**config.mk**
```make
export PLATFORM = sky130hd
export DESIGN_NAME = sram16_ctrl
export DESIGN_NICKNAME = d
export VERILOG_FILES = /design/src/rtl/sram16_pkg.sv /design/src/rtl/sram16_cycle_timer.sv /design/src/rtl/sram16_lane_gate.sv /design/src/rtl/sram16_ctrl.sv
export SDC_FILE = /design/constraint.sdc
export NUM_CORES = 1
export LEC_CHECK = 0
export BUFFER_PORTS_ARGS = -buffer_cell sky130_fd_sc_hd__buf_2
export CORE_MARGIN = 5
export CORE_UTILIZATION = 40
export CTS_CLUSTER_SIZE = 8
export DETAILED_ROUTE_END_ITERATION = 8
export RECOVER_POWER = 100
export SLEW_MARGIN = 25
export SYNTH_ARGS = -nofsm -noshare
export SYNTH_HDL_FRONTEND = slang
export SYNTH_SLANG_ARGS = --single-unit
```
**constraint.sdc**
```tcl
create_clock -name clk -period 7.15 [get_ports clk]
set_clock_uncertainty 0.1 [all_clocks]
set_input_delay 1.43 -clock clk [delete_from_list [all_inputs] [get_ports clk]]
set_output_delay 1.43 -clock clk [all_outputs]
set_load 0.02 [all_outputs]
```
**src/rtl/sram16_pkg.sv**
```systemverilog
package sram16_pkg;

    typedef enum logic [2:0] {
        ST_IDLE,
        ST_TURN,
        ST_READ,
        ST_WPULSE,
        ST_WHOLD
    } sram_state_e;

    // Round a nanosecond limit up to whole clocks, never below one.
    function automatic int ns_to_cycles(input int ns, input int clk_ns);
        int c;
        c = (ns + clk_ns - 1) / clk_ns;
        if (c < 1) c = 1;
        return c;
    endfunction

    function automatic int max3(input int a, input int b, input int c);
        int m;
        m = a;
        if (b > m) m = b;
        if (c > m) m = c;
        return m;
    endfunction

endpackage

```
**src/rtl/sram16_cycle_timer.sv**
```systemverilog
module sram16_cycle_timer #(
    parameter int CNT_W = 4
) (
    input  logic             clk,
    input  logic             rst,
    input  logic             load,
    input  logic [CNT_W-1:0] load_val,
    output logic             done
);
    logic [CNT_W-1:0] cnt_d, cnt_q;

    // After a load of N, done is high in the Nth following cycle.
    always_comb begin
        if (load)
            cnt_d = load_val - CNT_W'(1);
        else if (cnt_q != '0)
            cnt_d = cnt_q - CNT_W'(1);
        else
            cnt_d = cnt_q;
    end

    always_ff @(posedge clk) begin
        if (rst) cnt_q <= '0;
        else     cnt_q <= cnt_d;
    end

    assign done = (cnt_q == '0);
endmodule

```
**src/rtl/sram16_lane_gate.sv**
```systemverilog
module sram16_lane_gate #(
    parameter int LANES = 2
) (
    input  logic [LANES-1:0]   lane_en,
    input  logic [LANES*8-1:0] din,
    output logic [LANES*8-1:0] dout
);
    for (genvar g = 0; g < LANES; g++) begin : g_lane
        assign dout[g*8 +: 8] = lane_en[g] ? din[g*8 +: 8] : 8'h00;
    end
endmodule

```
**src/rtl/sram16_ctrl.sv**
```systemverilog
module sram16_ctrl
    import sram16_pkg::*;
#(
    parameter int ADDR_W    = 18,
    parameter int DATA_W    = 16,
    parameter int CLK_NS    = 8,
    parameter int T_RD_NS   = 35,
    parameter int T_WP_NS   = 25,
    parameter int T_DS_NS   = 15,
    parameter int T_WC_NS   = 35,
    parameter int T_TURN_NS = 15
) (
    input  logic                clk,
    input  logic                rst,
    input  logic                host_req,
    input  logic                host_write,
    input  logic [ADDR_W-1:0]   host_addr,
    input  logic [DATA_W-1:0]   host_wdata,
    input  logic [DATA_W/8-1:0] host_bmask,
    output logic                host_ack,
    output logic [ADDR_W-1:0]   host_ack_addr,
    output logic [DATA_W-1:0]   host_rdata,
    output logic [ADDR_W-1:0]   mem_addr,
    output logic                mem_ce1_n,
    output logic                mem_ce2,
    output logic                mem_we_n,
    output logic                mem_oe_n,
    output logic                mem_ub_n,
    output logic                mem_lb_n,
    output logic [DATA_W-1:0]   mem_dq_out,
    output logic                mem_dq_oe,
    input  logic [DATA_W-1:0]   mem_dq_in
);
    localparam int LANES    = DATA_W / 8;
    localparam int RD_CYC   = ns_to_cycles(T_RD_NS, CLK_NS);
    localparam int TURN_CYC = ns_to_cycles(T_TURN_NS, CLK_NS);
    localparam int WLOW_CYC = max3(ns_to_cycles(T_WP_NS, CLK_NS),
                                   ns_to_cycles(T_DS_NS, CLK_NS),
                                   ns_to_cycles(T_WC_NS, CLK_NS) - 1);
    localparam int MAX_CYC  = max3(RD_CYC, TURN_CYC, WLOW_CYC);
    localparam int CNT_W    = $clog2(MAX_CYC + 1);

    typedef struct packed {
        sram_state_e       state;
        logic [ADDR_W-1:0] addr;
        logic [DATA_W-1:0] dout;
        logic              dq_oe;
        logic              sel;
        logic              we_n;
        logic              oe_n;
        logic [LANES-1:0]  be_n;
        logic              ack;
        logic [ADDR_W-1:0] ack_addr;
        logic [DATA_W-1:0] rdata;
        logic              after_rd;
        logic [ADDR_W-1:0] p_addr;
        logic [DATA_W-1:0] p_data;
        logic [LANES-1:0]  p_mask;
    } ctrl_regs_t;

    ctrl_regs_t r_d, r_q;

    logic             tmr_load;
    logic [CNT_W-1:0] tmr_val;
    logic             tmr_done;
    logic [DATA_W-1:0] rd_gated;

    logic              go_write;
    logic [ADDR_W-1:0] w_addr;
    logic [DATA_W-1:0] w_data;
    logic [LANES-1:0]  w_mask;

    sram16_cycle_timer #(.CNT_W(CNT_W)) u_timer (
        .clk      (clk),
        .rst      (rst),
        .load     (tmr_load),
        .load_val (tmr_val),
        .done     (tmr_done)
    );

    sram16_lane_gate #(.LANES(LANES)) u_gate (
        .lane_en (~r_q.be_n),
        .din     (mem_dq_in),
        .dout    (rd_gated)
    );

    always_comb begin
        r_d      = r_q;
        r_d.ack  = 1'b0;
        tmr_load = 1'b0;
        tmr_val  = '0;
        go_write = 1'b0;
        w_addr   = r_q.p_addr;
        w_data   = r_q.p_data;
        w_mask   = r_q.p_mask;

        case (r_q.state)
            ST_IDLE: begin
                if (host_req && !r_q.ack) begin
                    if (host_bmask == '0) begin
                        r_d.ack      = 1'b1;
                        r_d.ack_addr = host_addr;
                    end else if (!host_write) begin
                        r_d.state    = ST_READ;
                        r_d.addr     = host_addr;
                        r_d.sel      = 1'b1;
                        r_d.oe_n     = 1'b0;
                        r_d.be_n     = ~host_bmask;
                        r_d.after_rd = 1'b1;
                        tmr_load     = 1'b1;
                        tmr_val      = CNT_W'(RD_CYC);
                    end else if (r_q.after_rd) begin
                        r_d.state  = ST_TURN;
                        r_d.p_addr = host_addr;
                        r_d.p_data = host_wdata;
                        r_d.p_mask = host_bmask;
                        tmr_load   = 1'b1;
                        tmr_val    = CNT_W'(TURN_CYC);
                    end else begin
                        go_write = 1'b1;
                        w_addr   = host_addr;
                        w_data   = host_wdata;
                        w_mask   = host_bmask;
                    end
                end
            end
            ST_TURN: begin
                if (tmr_done) go_write = 1'b1;
            end
            ST_READ: begin
                if (tmr_done) begin
                    r_d.state    = ST_IDLE;
                    r_d.rdata    = rd_gated;
                    r_d.ack      = 1'b1;
                    r_d.ack_addr = r_q.addr;
                    r_d.sel      = 1'b0;
                    r_d.oe_n     = 1'b1;
                    r_d.be_n     = '1;
                end
            end
            ST_WPULSE: begin
                if (tmr_done) begin
                    r_d.state = ST_WHOLD;
                    r_d.we_n  = 1'b1;
                end
            end
            ST_WHOLD: begin
                r_d.state    = ST_IDLE;
                r_d.dq_oe    = 1'b0;
                r_d.sel      = 1'b0;
                r_d.be_n     = '1;
                r_d.ack      = 1'b1;
                r_d.ack_addr = r_q.addr;
            end
            default: r_d.state = ST_IDLE;
        endcase

        if (go_write) begin
            r_d.state    = ST_WPULSE;
            r_d.addr     = w_addr;
            r_d.dout     = w_data;
            r_d.dq_oe    = 1'b1;
            r_d.sel      = 1'b1;
            r_d.we_n     = 1'b0;
            r_d.oe_n     = 1'b1;
            r_d.be_n     = ~w_mask;
            r_d.after_rd = 1'b0;
            tmr_load     = 1'b1;
            tmr_val      = CNT_W'(WLOW_CYC);
        end
    end

    always_ff @(posedge clk) begin
        if (rst) begin
            r_q          <= '0;
            r_q.state    <= ST_IDLE;
            r_q.we_n     <= 1'b1;
            r_q.oe_n     <= 1'b1;
            r_q.be_n     <= '1;
        end else begin
            r_q <= r_d;
        end
    end

    assign host_ack      = r_q.ack;
    assign host_ack_addr = r_q.ack_addr;
    assign host_rdata    = r_q.rdata;
    assign mem_addr      = r_q.addr;
    assign mem_ce1_n     = ~r_q.sel;
    assign mem_ce2       = r_q.sel;
    assign mem_we_n      = r_q.we_n;
    assign mem_oe_n      = r_q.oe_n;
    assign mem_lb_n      = r_q.be_n[0];
    assign mem_ub_n      = r_q.be_n[LANES-1];
    assign mem_dq_out    = r_q.dout;
    assign mem_dq_oe     = r_q.dq_oe;
endmodule

```
==> summary.md, run 1 <==
| Metric | Value |
|---|---|
| First-pass GRT wire length | between 20 and 25 mm |
| Synth Register Bits | roughly 120 |
| CTS tree | yes |
| Row count | 43 |
| Area grow syn2layout | 11.3% |
| Critical Path AT | 5.09 ns |
| Slew @ Worst Pin | approximately 3.9 ns |
| Setup Buffers After CTS | 0 |
| Root buf cell | clkbuf_16 |
| Sw Pwr | roughly 0.00089 W |
| GRT Residual Overflow | 0 |
| Final hold violation count | 0 |
| Failing checks | max-capacitance violations, max-slew violations |
| Synth Flop Type | dfxtp_1 |
| Distinct cells, synth | 50 |
| Met3 wire len | approximately 990 µm |
| Setup Total Neg Slack | 0 ns |
| Initial drt markers | ~290 |
| Worst r2r src | r_q[113] |
| Post-Syn Nets | 732 |
| Largest net degree at the start of global routing | slightly below 90 |
| Peak supply drop | ~0.16 mV |
| TritonCTS buffer count | 17 |
| Internal Dissipation | around 0.0016 W |
| Clock buffer depth | 2 |
| Hpwl dp | just over 9 mm |
| # DRC | 0 |
| Worst Hold Class | reg2reg |
| Inst Count DP | about 870 |
| # IOs | between 100 and 150 |
| Crit path from | rst |
| Antenna cells | 0 |
| H-tree depth | 4 |
| Maximum fanout along the worst path | 87 |
| Slew Limit Fails | ~90 |
| Number of fill cells | between 1000 and 1500 |
| Drt first pass iters | 5 |
| Layout cell share with drive strength beyond 1 | 13.2% |
| WL met2 | roughly 7 mm |
| Clock network power share | about 35% |
| Status | finished with violations |
| Final hold slack | between 0.3 and 0.4 ns |
| Pwr Density | roughly 400 nW/µm² |
| Antenna viol nets, final | 0 |
| Highest metal used | met4 |
| Cells after Synth | 675 |
| Via-to-Cell Ratio | around 5.3 |
| Net Sw Frac | roughly 36% |
| Critical path capture point type | flop |
| RSZ-0062 raised after global routing | no |
| Met1 wire length | about 6 mm |
| Final setup vio count | 0 |
| Type of element launching the critical path | primary input |
| WL/cell | approximately 16 µm |
| Post-Syn Area per Cell | a little over 8 µm² |
| Part of the Yosys area used for sequential elements | approximately 43% |
| FFs w/ async S/R, synth | 0% |
| Worst path required time | 7.38 ns |
| Ys Warns | 0 |
| Cell leakage power | 2.12 nW |
| Initial core utilization | about two fifths |
| Worst-Skew Late Latency | slightly above 0.4 ns |
| Number of global-route vias before repair | about 4700 |
| DR vias | between 4000 and 5000 |
| Final Non-Filler Cells | 900 |
| FMAX | approximately 210 MHz |
| Hold path startpoint | host_rdata[14] |
| Sequential share of power | between 30% and 40% |
| RD Place Congestion | 0.805 |
| Relative slew slack | -160% |
| Nets@finish | 765 |
| Sink Count | around 120 |
| Initial antenna violation count | 0 |
| Comb pwr share | 29.8% |
| MaxCap Viol Count | 1 |
| Post_cts resized | 0 |
| Reg clk slew, reported paths | approximately 0.05 ns |
| Port Buf Inserts | about 130 |
| Core area | 13700 µm² |
| Critical path type | in2reg |
| DIE HEIGHT | around 130 µm |
| Tcrit/Tclk final | around 68% |
| Die Area | around 16000 µm² |
| Fin crit period | ~4.9 ns |
| Number of flops mapped to enable cells by yosys | 0 |
| Die span in x | around 130 µm |
| GRT Total Usage | approximately 18% |
| Cts-stage hold buffer count | 0 |
| Post-Syn Area | 5540 µm² |
| Drt total wl | roughly 14 mm |
## cell usage in the layout (no fill, tap or decap), drive strengths merged, types with 2 or more instances in the layout
cell type / Yosys / layout
a211o: 4 / 4
a211oi: 20 / 20
a21o: 3 / 3
a21oi: 77 / 77
a221oi: 2 / 2
a22oi: 20 / 20
a311oi: 35 / 35
and2: 3 / 3
buf: 90 / 56
bufinv: 0 / 2
clkbuf: 32 / 104
clkinv: 0 / 3
clkinvlp: 0 / 2
dfxtp: 118 / 118
inv: 4 / 4
nand2: 163 / 163
nand2b: 3 / 3
nand3: 2 / 2
nand3b: 16 / 16
nand4: 3 / 3
nor2: 23 / 23
nor2b: 3 / 3
nor3: 27 / 27
nor3b: 2 / 2
nor4: 2 / 2
o21ai: 4 / 4
o21bai: 2 / 2
or2: 2 / 2
or3: 2 / 2
## metrics by stage
step           util [%]  power, W  setup WS (ns)  cell area (µm²)
6_report           45.0   0.00247           2.29             6170
5_1_grt            45.0   0.00261           1.91             6170
4_1_cts            45.8   0.00252           3.67             6280
3_5_place_dp       41.4   0.00166           3.22             5680
3_3_place_gp       41.4   0.00164           3.31             5680
2_1_floorplan         -   0.00157           3.95             5540
## synth_stat cells, types with 2 or more instances
cell	n	area (µm²)
a21oi_1	77	385
nor3_1	25	125
buf_2	12	60.1
nor2_1	23	86.3
buf_4	70	526
nand3_1	2	10.0
nand2b_1	3	18.8
o21bai_1	2	15.0
nand2_1	163	612
a311oi_1	35	307
nor2b_1	3	18.8
clkbuf_1	32	120
a22oi_1	19	143
a211o_1	4	35.0
dfxtp_1	118	2360
nor3b_1	2	15.0
o21ai_0	4	20.0
nand4_1	3	18.8
and2_0	2	12.5
nand3b_1	16	120
buf_6	7	78.8
or3_1	2	12.5
inv_1	4	15.0
a21o_1	3	22.5
a211oi_1	19	143
## final timing paths
check / endpoint / slack (ns) / cells past startpoint
max: mem_ub_n / 2.29 / 5
min: host_rdata[14] / 0.35 / 2
max reg2reg: u_timer.cnt_q[2] / 3.94 / 8
min reg2reg: host_rdata[14] / 0.35 / 2
## cell type report
class | instances | area, µm² | share of cell area [%]
Tap cell | 180 | 225 | 3.65
Sequential cell | 118 | 2360 | 38.3
Multi-Input combinational cell | 431 | 2380 | 38.6
Clock buffer | 24 | 502 | 8.14
Timing Repair Buffer | 136 | 588 | 9.54
Inverter | 4 | 15.0 | 0.243
Clock inverter | 7 | 93.8 | 1.52
## sequential cells by signal, indices dropped and copies added, names as in the netlist
name,flops
host_ack,1
host_ack_addr,18
host_rdata,16
mem_addr,18
mem_ce2,1
mem_dq_oe,1
mem_dq_out,16
mem_lb_n,1
mem_oe_n,1
mem_ub_n,1
mem_we_n,1
r_q,40
u_timer.cnt_q,3
## power groups by stage
stage                     Clock, W  Sequential (W)  Combinational, W
after global placement           0        0.000886          0.000758
after CTS                 0.000868        0.000879          0.000775
after global routing      0.000904        0.000898          0.000812
after floorplan                  0        0.000871          0.000701
final                     0.000851        0.000882          0.000736
after detailed placement         0        0.000890          0.000773
## critical path, cell delays in order
cell and delay [ns]:
buf_4 0.29, clkbuf_1 2.76, a21oi_1 0.15, o211a_1 0.31, mux2i_1 0.11
## layer usage
metal | global-route usage (%) | vias to the layer above
li1 | - | 2365
met1 | 21.7 | 2263
met2 | 29.1 | 159
met3 | 5.46 | 27
met4 | 7.68 | 0
met5 | 0 | -
## kinds of logic (layout without fill, tap and decap cells)
kind of cell | count (synthesis) | in the layout | synth area share, %
AO/OA/AOI/OAI | 174 | 174 | 21.5
flip-flops | 118 | 118 | 42.6
multiplexers | 2 | 2 | 0.384
AND/OR/NAND/NOR | 254 | 254 | 20.8
buffers and inverters | 126 | 171 | 14.5
adder cells (fa/ha/maj) | 1 | 1 | 0.226
Power figures use the tool's default switching activity.
==> run 2: changes to the inputs <==
==> constraint.sdc (replaced) <==
create_clock -name clk -period 4.6 [get_ports clk]
set_clock_uncertainty 0.1 [all_clocks]
set_input_delay 0.92 -clock clk [delete_from_list [all_inputs] [get_ports clk]]
set_output_delay 0.92 -clock clk [all_outputs]
set_load 0.02 [all_outputs]
==> run 2 against run 1 <==
The flow still finishes with violations (max-capacitance violations, max-slew violations). Total power up 58%. Cell area rose by 0.35%. Global-route usage up 0.31 points. Utilization rose by 0.16 points. Die area did not move. Sequential cell count is the same. Routed wire length increased by 1.2%. Clock power rose by 61%. Register-to-register slack got worse by 2.7 ns. First-iteration DRC count is 12% higher. Setup slack got worse by 1.0 ns.
==> summary.md, run 2 (synthesized netlist as in run 1, its figures left out) <==
| Metric | Value |
|---|---|
| Status | finished with violations (unchanged) |
| Failing checks | max-capacitance violations, max-slew violations (unchanged) |
| Initial core utilization | 40.4% (unchanged) |
| Post_cts resized | 0 (unchanged) |
| Drt total wl | 14.6 mm (was 14.4 mm) |
| DR vias | 4820 (was 4814) |
| RSZ-0062 raised after global routing | no (unchanged) |
| Die Area | 16300 µm² (unchanged) |
| Layout cell share with drive strength beyond 1 | 13.4% (was 13.2%) |
| Type of element launching the critical path | flop (was primary input) |
| Area grow syn2layout | 11.6% (was 11.3%) |
| Most common cell after layout, fill and taps aside | nand2_1 (unchanged) |
| WL/cell | 16.1 µm (was 16.0 µm) |
| Top reg by flops | r_q (unchanged) |
| Antenna cells | 0 (unchanged) |
| Drt first pass iters | 4 (was 5) |
| Setup Total Neg Slack | 0 ns (unchanged) |
| TritonCTS buffer count | 17 (unchanged) |
| Sink Count | 118 (unchanged) |
| # IOs | 132 (unchanged) |
| Slew @ Worst Pin | 2.08 ns (was 3.91 ns) |
| Row count | 43 (unchanged) |
| Most frequent cells in the layout | nand2_1 (163), dfxtp_1 (118), clkbuf_1 (81) (was nand2_1 (163), dfxtp_1 (118), clkbuf_1 (82)) |
| Maximum fanout along the worst path | 21 (was 87) |
| Setup Buffers After CTS | 0 (unchanged) |
| Number of fill cells | 1388 (was 1422) |
| Initial antenna violation count | 0 (unchanged) |
| Hpwl dp | 9.21 mm (was 9.13 mm) |
| Critical path capture point type | flop (unchanged) |
| FMAX | approximately 300 MHz |
| RD Place Congestion | 0.802 (was 0.805) |
| Reg clk slew, reported paths | 0.05 ns (about the same) |
| Peak supply drop | 0.242 mV (was 0.165 mV) |
| Critical path type | reg2reg (was in2reg) |
| Final core utilization | 45.1% (was 45.0%) |
| Core area | 13700 µm² (unchanged) |
| Cts-stage hold buffer count | 0 (unchanged) |
| Root buf cell | clkbuf_16 (unchanged) |
| Die span in x | 128 µm (unchanged) |
| MaxCap Viol Count | 2 (was 1) |
| H-tree depth | 4 (unchanged) |
| Cell leakage power | 2.12 nW (about the same) |
| Clock buffer depth | 2 (unchanged) |
| DIE HEIGHT | 128 µm (unchanged) |
| Largest register FFs | 40 (unchanged) |
| Initial drt markers | 319 (was 286) |
| Tcrit/Tclk final | about 73% |
| Number of global-route vias before repair | 4733 (was 4650) |
| GRT Residual Overflow | 0 (unchanged) |
| Antenna viol nets, final | 0 (unchanged) |
| Worst-Skew Late Latency | 0.41 ns (about the same) |
| GRT Total Usage | 18.1% (was 17.8%) |
| Final hold violation count | 0 (unchanged) |
| Nets@finish | 767 (was 765) |
| Via-to-Cell Ratio | 5.34 (was 5.35) |
| Port Buf Inserts | 131 (unchanged) |
| Final hold slack | 0.349 ns (was 0.347 ns) |
| Final setup vio count | 0 (unchanged) |
| Critical Path AT | 3.54 ns (was 5.09 ns) |
| Met3 wire len | 966 µm (was 988 µm) |
| Fin crit period | between 3 and 4 ns |
| Largest net degree at the start of global routing | 98 (was 88) |
| WL met2 | 6.89 mm (was 7.01 mm) |
| Slew Limit Fails | 136 (was 88) |
| CTS tree | yes (unchanged) |
| Relative slew slack | -38.4% (was -160%) |
| Highest metal used | met4 (unchanged) |
| # DRC | 0 (unchanged) |
| Worst Hold Class | reg2reg (unchanged) |
| Pwr Density | 630 nW/µm² (was 400 nW/µm²) |
| Met1 wire length | 6.44 mm (was 6.14 mm) |
| First-pass GRT wire length | 23.8 mm (was 23.4 mm) |
| Worst path required time | 4.80 ns (was 7.38 ns) |
[run 2: cell count changes in the layout (fill, tap and decap cells not counted), sizes merged]
cell / change
bufinv: +2
clkinv: +1
clkbuf: -5
clkinvlp: +3
buf: +2
[run 2: metal layers]
layer,track usage [%],up-vias
met4,7.99,0
met3,5.33,26
met1,22.5,2285
met5,0,-
li1,-,2365
met2,29.2,144
[run 2: worst paths after layout]
kind | slack, ns | cells past startpoint | start | endpoint
worst max register to register | 1.26 | 4 | r_q[113] | mem_lb_n
worst max-delay path | 1.26 | 4 | r_q[113] | mem_lb_n
worst min register to register | 0.35 | 2 | host_rdata[11] | host_rdata[11]
worst min-delay path | 0.35 | 2 | host_rdata[11] | host_rdata[11]
[run 2: area by class of cell]
type                    count  area, µm²  share of cell area, %
flip-flops and latches    118       2360                   38.2
clock inverters            13        181                   2.93
clock buffers              19        433                   7.00
well taps                 180        225                   3.64
multi-input cells         431       2370                   38.3
repair buffers            138        604                   9.77
inverters                   4       15.0                  0.243
[run 2: critical path: stages, from the launching register on]
cell     delay [ns]
dfxtp_1        0.62
nor4b_1        1.01
a22o_1         0.95
nor3_1         0.20
a211o_1        0.34
[run 2: metrics by stage]
stage	area, µm²	total power [W]	setup slack, ns	instances
after detailed placement	5700	0.00260	1.24	871
after global placement	5700	0.00257	1.34	871
final	6190	0.00390	1.26	903
after CTS	6310	0.00398	1.59	903
after global routing	6190	0.00413	1.11	903
after floorplan	5540	0.00244	1.91	675
[run 2: report_power, final]
group	total (W)	internal (W)	switching [W]	leakage [nW]
clock network	0.00137	0.000902	0.000471	0.285
registers	0.00137	0.00121	0.000159	0.962
logic	0.00116	0.000382	0.000777	0.877
total	0.00390	0.00249	0.00141	2.12
==> run 3: changes to the inputs <==
==> constraint.sdc (replaced) <==
create_clock -name clk -period 2.7 [get_ports clk]
set_clock_uncertainty 0.1 [all_clocks]
set_input_delay 0.54 -clock clk [delete_from_list [all_inputs] [get_ports clk]]
set_output_delay 0.54 -clock clk [all_outputs]
set_load 0.02 [all_outputs]
==> run 3 against run 2 <==
The flow now finishes without violations. Die area unchanged. Sequential power up 69%. Sequential cell count unchanged. Utilization up 1.2 points. Clock power up 83%. First-iteration DRC count up 8.2%. Setup slack worse by 0.94 ns. Clock-buffer cell count up 7.
==> summary.md, run 3 (synthesized netlist as in run 1, its figures left out) <==
| Metric | Value |
|---|---|
| Layout cell share with drive strength beyond 1 | 15.6% (was 13.4%) |
| Multi-input combinational cell area | 2360 µm² (was 2370 µm²) |
| First-pass GRT wire length | 23.8 mm (about the same) |
| RSZ-0062 raised after global routing | no (unchanged) |
| Post_cts resized | 0 (unchanged) |
| Die Area | 16300 µm² (unchanged) |
| Peak supply drop | 0.462 mV (was 0.242 mV) |
| Cell leakage power | 2.24 nW (was 2.12 nW) |
| Worst-Skew Late Latency | 0.40 ns (was 0.41 ns) |
| TritonCTS buffer count | 17 (unchanged) |
| Critical Path AT | 2.57 ns (was 3.54 ns) |
| FMAX | 421 MHz (was 300 MHz) |
| Port Buf Inserts | 131 (unchanged) |
| Critical path capture point type | flop (unchanged) |
| Nets@finish | 780 (was 767) |
| GRT Total Usage | 18.1% (about the same) |
| # IOs | 132 (unchanged) |
| H-tree depth | 4 (unchanged) |
| Most common cell after layout, fill and taps aside | nand2_1 (unchanged) |
| Root buf cell | clkbuf_16 (unchanged) |
| Via-to-Cell Ratio | 5.34 (about the same) |
| Type of element launching the critical path | flop (unchanged) |
| DIE HEIGHT | 128 µm (unchanged) |
| Critical path type | reg2reg (unchanged) |
| Clock buffer depth | 2 (unchanged) |
| Core area | 13700 µm² (unchanged) |
| Final setup vio count | 0 (unchanged) |
| Final hold violation count | 0 (unchanged) |
| Cts-stage hold buffer count | 0 (unchanged) |
| Setup Total Neg Slack | 0 ns (unchanged) |
| Drt first pass iters | 6 (was 4) |
| Worst reg2reg path depth | 5 (was 4) |
| DR vias | 4900 (was 4820) |
| Reg clk slew, reported paths | 0.06 ns (was 0.05 ns) |
| Register area | 2360 µm² (unchanged) |
| Die span in x | 128 µm (unchanged) |
| Final hold slack | 0.280 ns (was 0.349 ns) |
| RD Place Congestion | 0.877 (was 0.802) |
| Setup Buffers After CTS | 0 (unchanged) |
| Status | finished, final reports clean (was finished with violations) |
| Slew @ Worst Pin | 0.804 ns (was 2.08 ns) |
| Number of fill cells | 1402 (was 1388) |
| Maximum fanout along the worst path | 22 (was 21) |
| Antenna viol nets, final | 0 (unchanged) |
| Fin crit period | 2.38 ns (was 3.34 ns) |
| Largest net degree at the start of global routing | 44 (was 98) |
| Hold Path Depth | 3 (was 2) |
| Relative slew slack | 46.4% (was -38.4%) |
| Pwr Density | 1080 nW/µm² (was 630 nW/µm²) |
| # DRC | 0 (unchanged) |
| Worst path required time | 2.89 ns (was 4.80 ns) |
| Hpwl dp | 9.70 mm (was 9.21 mm) |
| Initial core utilization | 40.4% (unchanged) |
| Initial antenna violation count | 0 (unchanged) |
| Worst Hold Class | in2reg (was reg2reg) |
| Tcrit/Tclk final | 88.0% (was 72.6%) |
| CTS tree | yes (unchanged) |
| Slew Limit Fails | 0 (was 136) |
| Number of global-route vias before repair | 4751 (was 4733) |
| MaxCap Viol Count | 0 (was 2) |
| Sink Count | 118 (unchanged) |
| Top reg by flops | r_q (unchanged) |
| Drt total wl | 14.5 mm (was 14.6 mm) |
| Largest register FFs | 40 (unchanged) |
| Most frequent cells in the layout | nand2_1 (163), dfxtp_1 (118), clkbuf_1 (78) (was nand2_1 (163), dfxtp_1 (118), clkbuf_1 (81)) |
| Row count | 43 (unchanged) |
| GRT Residual Overflow | 0 (unchanged) |
| WL/cell | 15.8 µm (was 16.1 µm) |
| Area grow syn2layout | 14.5% (was 11.6%) |
| Initial drt markers | 345 (was 319) |
==> run 3: worst paths after layout <==
kind	from	to	slack [ns]
setup / recovery	r_q[114]	mem_lb_n	0.32
hold / removal	host_wdata[4]	r_q[6]	0.28
setup reg to reg	r_q[114]	mem_lb_n	0.32
hold reg to reg	host_rdata[11]	host_rdata[11]	0.35
==> run 3: layer usage <==
metal / GRT usage, % / share of wire, % / vias to the layer above
li1: - / - / 2399
met1: 22.9 / 44 / 2314
met2: 28.8 / 47 / 154
met3: 5.38 / 7.2 / 33
met4: 7.37 / 2.0 / 0
met5: 0 / 0 / -
==> run 3: area by class of cell <==
class	count	area share (%)
clock inverter	6	2.11
multi-input combinational	431	37.2
clock buffer	26	8.50
tap	180	3.55
inverter	4	0.237
antenna	1	0.0394
timing repair buffer	151	11.1
sequential	118	37.2
==> run 3: critical path: stages, from the launching register on <==
cell	delay, ns
dfxtp_1	0.44
or3_1	0.54
nor4_1	0.39
buf_4	0.36
nor3_1	0.12
a211o_1	0.32
==> run 3: metrics by stage <==
step / util, % / cells / total power, W / area, µm² / setup WS (ns)
after CTS: 47.2 / 916 / 0.00700 / 6480 / 0.419
after floorplan: - / 675 / 0.00416 / 5540 / 0.386
final: 46.3 / 917 / 0.00685 / 6350 / 0.324
after global routing: 46.2 / 916 / 0.00724 / 6340 / 0.136
after detailed placement: 42.3 / 884 / 0.00447 / 5810 / 0.414
after global placement: 42.3 / 884 / 0.00442 / 5810 / 0.470
==> run 3: report_power, final <==
part,leakage (nW),total [W],switching [W],internal [W]
clock network,0.333,0.00251,0.000764,0.00174
logic,0.947,0.00202,0.00134,0.000683
registers,0.962,0.00232,0.000257,0.00206
total,2.24,0.00685,0.00236,0.00449
